===== config.mk =====
export PLATFORM = sky130hd
export DESIGN_NAME = bsr_unit
export DESIGN_NICKNAME = d
export VERILOG_FILES = /design/src/rtl/bsr_pkg.sv /design/src/rtl/bsr_group_enc.sv /design/src/rtl/bsr_msb_finder.sv /design/src/rtl/bsr_operand_gate.sv /design/src/rtl/bsr_resp_reg.sv /design/src/rtl/bsr_unit.sv
export SDC_FILE = /design/constraint.sdc
export NUM_CORES = 1
export LEC_CHECK = 0
export ABC_AREA = 1
export BUFFER_PORTS_ARGS = -buffer_cell sky130_fd_sc_hd__buf_2
export CAP_MARGIN = 25
export CORE_MARGIN = 4
export CORE_UTILIZATION = 40
export DETAILED_ROUTE_END_ITERATION = 10
export HOLD_SLACK_MARGIN = 0.15
export PLACE_DENSITY = 0.88
export SYNTH_ARGS = -nofsm -noshare
export SYNTH_HDL_FRONTEND = slang
export SYNTH_SLANG_ARGS = --single-unit

===== constraint.sdc =====
create_clock -name clk -period 2.4 [get_ports clk]
set_input_delay 0.48 -clock clk [delete_from_list [all_inputs] [get_ports clk]]
set_output_delay 0.48 -clock clk [all_outputs]
set_load 0.01 [all_outputs]

===== src/rtl/bsr_pkg.sv =====
// Package: shared encodings for the reverse bit scan unit.
// Assumes flag-mask bit positions are fixed across the execution cluster.
package bsr_pkg;

    // Operand size select as presented on req_size
    typedef enum logic {
        SZ_WORD  = 1'b0,
        SZ_DWORD = 1'b1
    } opsize_e;

    // Bit positions in the updated-flag mask
    localparam int unsigned FLG_CF = 0;
    localparam int unsigned FLG_OF = 1;
    localparam int unsigned FLG_SF = 2;
    localparam int unsigned FLG_ZF = 3;
    localparam int unsigned FLG_N  = 4;

endpackage


===== src/rtl/bsr_group_enc.sv =====
// Module: bsr_group_enc
// Finds the highest set bit within one small group of bits.
// Assumes GW is a power of two and at least 2.
module bsr_group_enc #(
    parameter int unsigned GW  = 8,
    localparam int unsigned GIW = $clog2(GW)
) (
    input  logic [GW-1:0]  bits,
    output logic           hit,
    output logic [GIW-1:0] idx
);

    // Ascending sweep: the last set bit seen is the highest
    always_comb begin
        hit = |bits;
        idx = '0;
        for (int i = 0; i < GW; i++) begin
            if (bits[i]) begin
                idx = GIW'(i);
            end
        end
    end

endmodule


===== src/rtl/bsr_msb_finder.sv =====
// Module: bsr_msb_finder
// Two-level highest-set-bit search: per-group encoders, then a group selector.
// Assumes W and GW are powers of two with W/GW >= 2.
module bsr_msb_finder #(
    parameter int unsigned W   = 32,
    parameter int unsigned GW  = 8,
    localparam int unsigned NG  = W / GW,
    localparam int unsigned GIW = $clog2(GW),
    localparam int unsigned SIW = $clog2(NG),
    localparam int unsigned IW  = $clog2(W)
) (
    input  logic [W-1:0]  scan,
    output logic          found,
    output logic [IW-1:0] idx
);

    logic [NG-1:0]  grp_hit;
    logic [GIW-1:0] grp_idx [NG];
    logic [SIW-1:0] grp_sel;

    // One encoder per group of GW bits
    for (genvar g = 0; g < NG; g++) begin : g_grp
        bsr_group_enc #(.GW(GW)) i_enc (
            .bits (scan[g*GW +: GW]),
            .hit  (grp_hit[g]),
            .idx  (grp_idx[g])
        );
    end

    // Highest group that holds a set bit
    bsr_group_enc #(.GW(NG)) i_sel (
        .bits (grp_hit),
        .hit  (found),
        .idx  (grp_sel)
    );

    // Concatenate the group number with the offset inside it
    always_comb begin
        idx = {grp_sel, grp_idx[grp_sel]};
    end

endmodule


===== src/rtl/bsr_operand_gate.sv =====
// Module: bsr_operand_gate
// Clears the bits above the word size for word-sized requests.
// Assumes WORD_W < W.
module bsr_operand_gate #(
    parameter int unsigned W      = 32,
    parameter int unsigned WORD_W = 16
) (
    input  logic [W-1:0] src,
    input  logic         size,
    output logic [W-1:0] scan
);
    import bsr_pkg::*;

    // Pass the full operand or only its low word
    always_comb begin
        if (size == SZ_DWORD) begin
            scan = src;
        end else begin
            scan = {{(W-WORD_W){1'b0}}, src[WORD_W-1:0]};
        end
    end

endmodule


===== src/rtl/bsr_resp_reg.sv =====
// Module: bsr_resp_reg
// Output stage: registers one response per request, zeroed when idle.
// Assumes synchronous active-low reset.
module bsr_resp_reg #(
    parameter int unsigned W = 32
) (
    input  logic         clk,
    input  logic         rst_n,
    input  logic         in_valid,
    input  logic [W-1:0] in_value,
    input  logic         in_wr_en,
    input  logic         in_zf,
    output logic         out_valid,
    output logic [W-1:0] out_value,
    output logic         out_wr_en,
    output logic         out_zf
);

    // Capture a response on each request, clear on idle or reset
    always_ff @(posedge clk) begin
        if (!rst_n || !in_valid) begin
            out_valid <= 1'b0;
            out_value <= '0;
            out_wr_en <= 1'b0;
            out_zf    <= 1'b0;
        end else begin
            out_valid <= 1'b1;
            out_value <= in_value;
            out_wr_en <= in_wr_en;
            out_zf    <= in_zf;
        end
    end

endmodule


===== src/rtl/bsr_unit.sv =====
// Module: bsr_unit (top)
// Reverse bit scan execution unit with one-cycle registered response.
// A zero scanned operand raises the zero flag, disables writeback and
// returns the old destination value. Assumes DATA_W and GROUP_W are
// powers of two.
module bsr_unit #(
    parameter int unsigned DATA_W  = 32,
    parameter int unsigned WORD_W  = 16,
    parameter int unsigned GROUP_W = 8,
    localparam int unsigned IW     = $clog2(DATA_W)
) (
    input  logic              clk,
    input  logic              rst_n,
    input  logic              req_valid,
    input  logic [DATA_W-1:0] req_src,
    input  logic              req_size,
    input  logic [DATA_W-1:0] req_dst_old,
    output logic              rsp_valid,
    output logic [DATA_W-1:0] rsp_value,
    output logic              rsp_wr_en,
    output logic              rsp_zf,
    output logic              rsp_cf,
    output logic              rsp_of,
    output logic              rsp_sf,
    output logic [3:0]        rsp_flag_mask
);
    import bsr_pkg::*;

    logic [DATA_W-1:0] scan;
    logic              found;
    logic [IW-1:0]     idx;
    logic [DATA_W-1:0] nxt_value;

    bsr_operand_gate #(.W(DATA_W), .WORD_W(WORD_W)) i_gate (
        .src  (req_src),
        .size (req_size),
        .scan (scan)
    );

    bsr_msb_finder #(.W(DATA_W), .GW(GROUP_W)) i_find (
        .scan  (scan),
        .found (found),
        .idx   (idx)
    );

    // Index when found, otherwise pass the old destination through
    always_comb begin
        nxt_value = found ? DATA_W'(idx) : req_dst_old;
    end

    bsr_resp_reg #(.W(DATA_W)) i_resp (
        .clk       (clk),
        .rst_n     (rst_n),
        .in_valid  (req_valid),
        .in_value  (nxt_value),
        .in_wr_en  (found),
        .in_zf     (!found),
        .out_valid (rsp_valid),
        .out_value (rsp_value),
        .out_wr_en (rsp_wr_en),
        .out_zf    (rsp_zf)
    );

    // Flags this unit never computes, and the updated-flag mask
    always_comb begin
        rsp_cf                = 1'b0;
        rsp_of                = 1'b0;
        rsp_sf                = 1'b0;
        rsp_flag_mask         = '0;
        rsp_flag_mask[FLG_ZF] = rsp_valid;
    end

endmodule


Yosys cells after proc, flatten, opt, wreduce, memory -nomap -nowiden
Index checks and enable logic that the tools add are counted. W data, S select, Z words.

Magnitude comparators: 1. Multiplexer cells: 37. Bitwise gates (word level): 1. Reductions and logical operators: 9.

Operators with widths (number): $mux W3 (26); $reduce_or A33 Y1 (1); $mux W32 (1); $reduce_or A32 Y1 (1); $reduce_or A8 Y1 (3); $bmux W3 S2 (1); $mux W1 (6); $mux W5 (1); $mux W2 (2); $ge A3 B3 Y1 const B (1); $logic_not A1 Y1 (3); $not A2 Y3 (1); $logic_or A1 B1 Y1 (1).

Register bits: 35. Bits of input ports: 68. Output and inout port bits: 42. Logic and storage cells: 53.

Logic depth before layout (Yosys ltp)
Depth after elaboration: 12. Mapped depth: 14. Depth with buffers taken out: 13.

Cells and area by module
Synthesis repeated with hierarchy kept, for this count alone.

Cell total of the unflattened synthesis: 363. Area, all modules: 2144.6 sq um.

By module, submodules not included: bsr_resp_reg (times used 1, cells each 108, area each 999.7 sq um, seq. area each 700.7 sq um); bsr_unit (times used 1, cells each 82, area each 379.1 sq um, seq. area each 0.0 sq um); bsr_group_enc (i_find.g_grp[0].i_enc ...) (times used 4, cells each 20, area each 77.6 sq um, seq. area each 0.0 sq um); bsr_operand_gate (times used 1, cells each 50, area each 284.0 sq um, seq. area each 0.0 sq um); bsr_msb_finder (times used 1, cells each 35, area each 138.9 sq um, seq. area each 0.0 sq um); bsr_group_enc (i_find.i_sel) (times used 1, cells each 8, area each 32.5 sq um, seq. area each 0.0 sq um).

Worst setup path before layout
Ideal clock, no wire load.

Path type: in2reg. From: input req_size. To: register i_resp.out_value[24]. Library setup time: 62 ps. Data arrival time: 1726 ps. Data required time: 2338 ps. Slack: 612 ps. Stages on the path: 12. Buffers on the path: 3. Path through: buf_6 buf_8 nand2_1 nand2_1 nor2_2 nand2_2 nor2_4 nand2_4 nor2_8 inv_6 buf_6 nor2_2.

Word-level cells in the longest chain between the ends: 2.

Ends and longest elaborated chain: start, declared (RTL line bsr_unit.sv:16) `input logic req_size,`; $mux W32 (RTL line bsr_operand_gate.sv:16) `if (size == SZ_DWORD) begin`; $reduce_or A33 Y1 (no line); end signal, assigned (RTL line bsr_resp_reg.sv:28) `out_value <= in_value;`; end, declared (RTL line bsr_resp_reg.sv:14) `output logic [W-1:0] out_value,`.

Every way passes these cells. A chain may end at the register's enable or synchronous reset.

Final worst setup path
From: input req_size. To: register i_resp.out_value[9].

The elaborated chain is that of the path after synthesis.

==> metrics.txt <==
# TYPE chip_impl_metric gauge
chip_impl_metric{name="clk_pin_slew",unit="ps"} 70
chip_impl_info{name="critical_path.startpoint",value="req_size"} 1
chip_impl_metric{name="detailedRoute.firstPassIterationCount",unit=""} 4
chip_impl_metric{name="grt_pass1_wl",unit="um"} 6070
chip_impl_metric{name="syn-cell-area",unit="um^2"} 1670
chip_impl_metric{name="setup-violations-final",unit=""} 0
chip_impl_metric{name="num-fill-cells",unit=""} 408
chip_impl_info{name="setup.worst_path.end_class",value="register"} 1
chip_impl_metric{name="syn-instance-count",unit=""} 246
chip_impl_metric{name="power.leakage",unit="nW"} 1.46
chip_impl_metric{name="ios",unit=""} 110
chip_impl_metric{name="cts_inserted_buffers",unit=""} 5
chip_impl_metric{name="route.detailed.vias_per_inst",unit=""} 4.18
chip_impl_metric{name="yosysUniqueCellTypes",unit=""} 23
chip_impl_metric{name="syn_area_per_cell",unit="um^2"} 6.80
chip_impl_metric{name="finalSetupTns",unit="ps"} 0
chip_impl_metric{name="cp.arrival",unit="ps"} 1840
chip_impl_metric{name="grtUsageTotal",unit=""} 0.146
chip_impl_metric{name="worstPathMaxFanout",unit=""} 27
chip_impl_metric{name="antenna_violating_nets_post_route",unit=""} 0
chip_impl_info{name="timing_worst_setup_path_type",value="input pin to register"} 1
chip_impl_metric{name="floorplan.core_area",unit="um^2"} 4030
chip_impl_metric{name="routed-via-count",unit=""} 1678
chip_impl_metric{name="cts-htree-levels",unit=""} 2
chip_impl_metric{name="p_sw_frac",unit=""} 0.260
chip_impl_metric{name="drive_gt1_frac",unit=""} 0.370
chip_impl_metric{name="ctsLongestPathBuffers",unit=""} 2
chip_impl_info{name="run_status",value="finished, final reports clean"} 1
chip_impl_metric{name="seq_power_share",unit=""} 0.504
chip_impl_metric{name="finalHoldViolCount",unit=""} 0
chip_impl_metric{name="stdcell_count",unit=""} 401
chip_impl_metric{name="cts_resized",unit=""} 0
chip_impl_metric{name="gp_congestion",unit=""} 0.783
chip_impl_metric{name="power_density_relative_to_cell_area",unit="nW/um^2"} 518
chip_impl_info{name="critical-path-slowest-cell",value="nor2_4"} 1
chip_impl_metric{name="internal_power",unit="uW"} 864
chip_impl_metric{name="p_clk_frac",unit=""} 0.353
chip_impl_metric{name="grt_antenna_before_repair",unit=""} 0
chip_impl_metric{name="ir_drop",unit="V"} 0.000219
chip_impl_metric{name="flow.area_growth_from_synthesis",unit="%"} 35.0
chip_impl_metric{name="grt_pass1_vias",unit=""} 1510
chip_impl_metric{name="place_hpwl",unit="um"} 3240
chip_impl_metric{name="synth.ff_latch_count",unit=""} 35
chip_impl_metric{name="finalPower",unit="mW"} 1.17
chip_impl_info{name="worst_hold_path_type",value="input pin to register"} 1
chip_impl_metric{name="io_buffer_count",unit=""} 103
chip_impl_info{name="tritoncts",value="built"} 1
chip_impl_metric{name="globalRouteOverflowTotal",unit=""} 0
chip_impl_metric{name="die_w",unit="um"} 72.6
chip_impl_metric{name="period_share",unit=""} 0.676
chip_impl_metric{name="p_sw",unit="uW"} 304
chip_impl_metric{name="ys_seq_area_frac",unit=""} 0.419
chip_impl_info{name="layout_common_cells",value="103 x buf_2, 70 x nand2_1, 53 x inv_1, 38 x nor2_1, 35 x dfxtp_1"} 1
chip_impl_metric{name="initial_utilization",unit=""} 0.415
chip_impl_metric{name="drc_errors",unit=""} 0
chip_impl_metric{name="number_of_inserted_diodes",unit=""} 0
chip_impl_metric{name="synth-warning-count",unit=""} 0
chip_impl_metric{name="fp.dieArea",unit="um^2"} 5280
chip_impl_metric{name="clock_sink_count",unit=""} 35
chip_impl_metric{name="period_minus_slack",unit="ps"} 1620
chip_impl_info{name="setup.worst_path.start_class",value="input pin"} 1
chip_impl_metric{name="final_max_tran_viols",unit=""} 0
chip_impl_metric{name="timing.critical_path.required",unit="ps"} 2620
chip_impl_metric{name="rows",unit=""} 23
chip_impl_metric{name="number_of_hold_buffers_added_after_cts",unit=""} 0
chip_impl_info{name="clock-root-buffer",value="clkbuf_8"} 1
chip_impl_info{name="rsz0062_at_grt",value="no"} 1
chip_impl_info{name="crit_end",value="i_resp.out_value[9]$_SDFF_PP0_"} 1
chip_impl_info{name="most_common_cell_after_layout_fill_and_taps_aside",value="buf_2"} 1
chip_impl_metric{name="placed_instances",unit=""} 393
chip_impl_metric{name="comb_power_share",unit=""} 0.143
chip_impl_metric{name="post-cts-setup-buffers",unit=""} 0
chip_impl_metric{name="chipHeight",unit="um"} 72.6
chip_impl_metric{name="routed_wl",unit="um"} 3940
chip_impl_metric{name="fin_util",unit=""} 0.560
chip_impl_metric{name="worst_path_largest_cell_delay",unit="ps"} 230
chip_impl_metric{name="detail_route.wl_per_cell",unit="um"} 9.83
chip_impl_metric{name="design.final.nets",unit=""} 418
chip_impl_metric{name="drv.max_cap_violation_count",unit=""} 0
chip_impl_metric{name="detailedRoute.firstIterationViolations",unit=""} 26
chip_impl_info{name="critical_path.cell_chain",value="buf_2 > nand2_1 > nand2_1 > nor2_1 > nand2_2 > nor2_4 > nand2_4 > nor2_8 > inv_6 > nor2_1"} 1
chip_impl_metric{name="maximum_number_of_pins_on_one_net_before_global_route_repair",unit=""} 28
chip_impl_metric{name="upper_clock_frequency_limit",unit="MHz"} 617
-- metal layers --
metal / share of wire / GRT usage
met1: 0.38 / 0.161
met2: 0.50 / 0.259
met3: 0.089 / 0.0441
met4: 0.025 / 0.0615
met5: 0 / 0
-- cell usage after synthesis --
master,count,share of area
o21ai_0,2,0.0060
a21boi_0,3,0.013
or2_2,1,0.0037
nor3_1,1,0.0030
buf_8,1,0.0090
nor2_4,2,0.013
nand3_1,6,0.018
conb_1,1,0.0022
nand2_2,3,0.011
a21oi_1,3,0.0090
inv_1,53,0.12
nor2_1,38,0.085
inv_6,1,0.0052
nand2_1,70,0.16
dfxtp_1,35,0.42
nand2_4,1,0.0067
nor2_8,1,0.012
nor2_2,10,0.037
o21a_1,1,0.0045
buf_4,7,0.031
o21bai_1,2,0.0090
a31oi_1,1,0.0037
buf_6,3,0.020
-- power by group through the flow --
stage	clock network (mW)	registers, mW	logic (mW)
global route	0.451	0.590	0.191
detailed placement	0	0.602	0.166
floorplan	0	0.606	0.0964
CTS	0.426	0.589	0.168
global placement	0	0.603	0.163
finish	0.413	0.589	0.167
-- kinds of logic (layout without fill, tap and decap cells) --
kind of cell / Yosys count / count (layout) / synth area share
simple gates: 133 / 133 / 0.348
other cells: 1 / 6 / 0.00224
buf+inv: 65 / 165 / 0.185
flops: 35 / 35 / 0.419
compound gates: 12 / 12 / 0.0457
-- layout make-up --
type                            instances  area (um^2)  area share
Inverter                               54          208      0.0921
Clock inverter                          3         20.0     0.00887
Timing Repair Buffer                  103          515       0.229
Multi-Input combinational cell        151          681       0.302
Clock buffer                            5         68.8      0.0305
Sequential cell                        35          701       0.311
Tap cell                               50         62.6      0.0277
-- worst max-delay path, delay by kind of cell --
family                 cells  cell delay (ps)
buffers and inverters      2              310
AND/OR/NAND/NOR            8             1050
-- registers in the layout (all words and copies together), names as in the netlist --
| register | cells |
|---|---|
| i_resp.out_zf | 1 |
| i_resp.out_value | 32 |
| i_resp.out_wr_en | 1 |
| i_resp.out_valid | 1 |
-- through the flow --
step | worst slack [ps] | instance area, um^2 | hold slack (ps)
2_1_floorplan | 612 | 1690 | 590
3_3_place_gp | 582 | 2170 | 682
3_5_place_dp | 476 | 2170 | 681
4_1_cts | 768 | 2260 | 379
5_1_grt | 564 | 2260 | 390
6_report | 779 | 2260 | 384
-- how the worst min path moves through the flow --
stage	start	endpoint	slack [ps]	cells past startpoint
after detailed placement	req_dst_old[2]	i_resp.out_value[2]$_SDFF_PN0_	680	3
after CTS	req_dst_old[2]	i_resp.out_value[2]$_SDFF_PN0_	380	3
after global placement	req_dst_old[2]	i_resp.out_value[2]$_SDFF_PN0_	680	3
final	req_dst_old[2]	i_resp.out_value[2]$_SDFF_PN0_	380	3
after global routing	req_dst_old[23]	i_resp.out_value[23]$_SDFF_PP0_	390	3
after floorplan	req_dst_old[2]	i_resp.out_value[2]$_SDFF_PN0_	590	2
No activity file was read; power rests on OpenSTA's default activity.
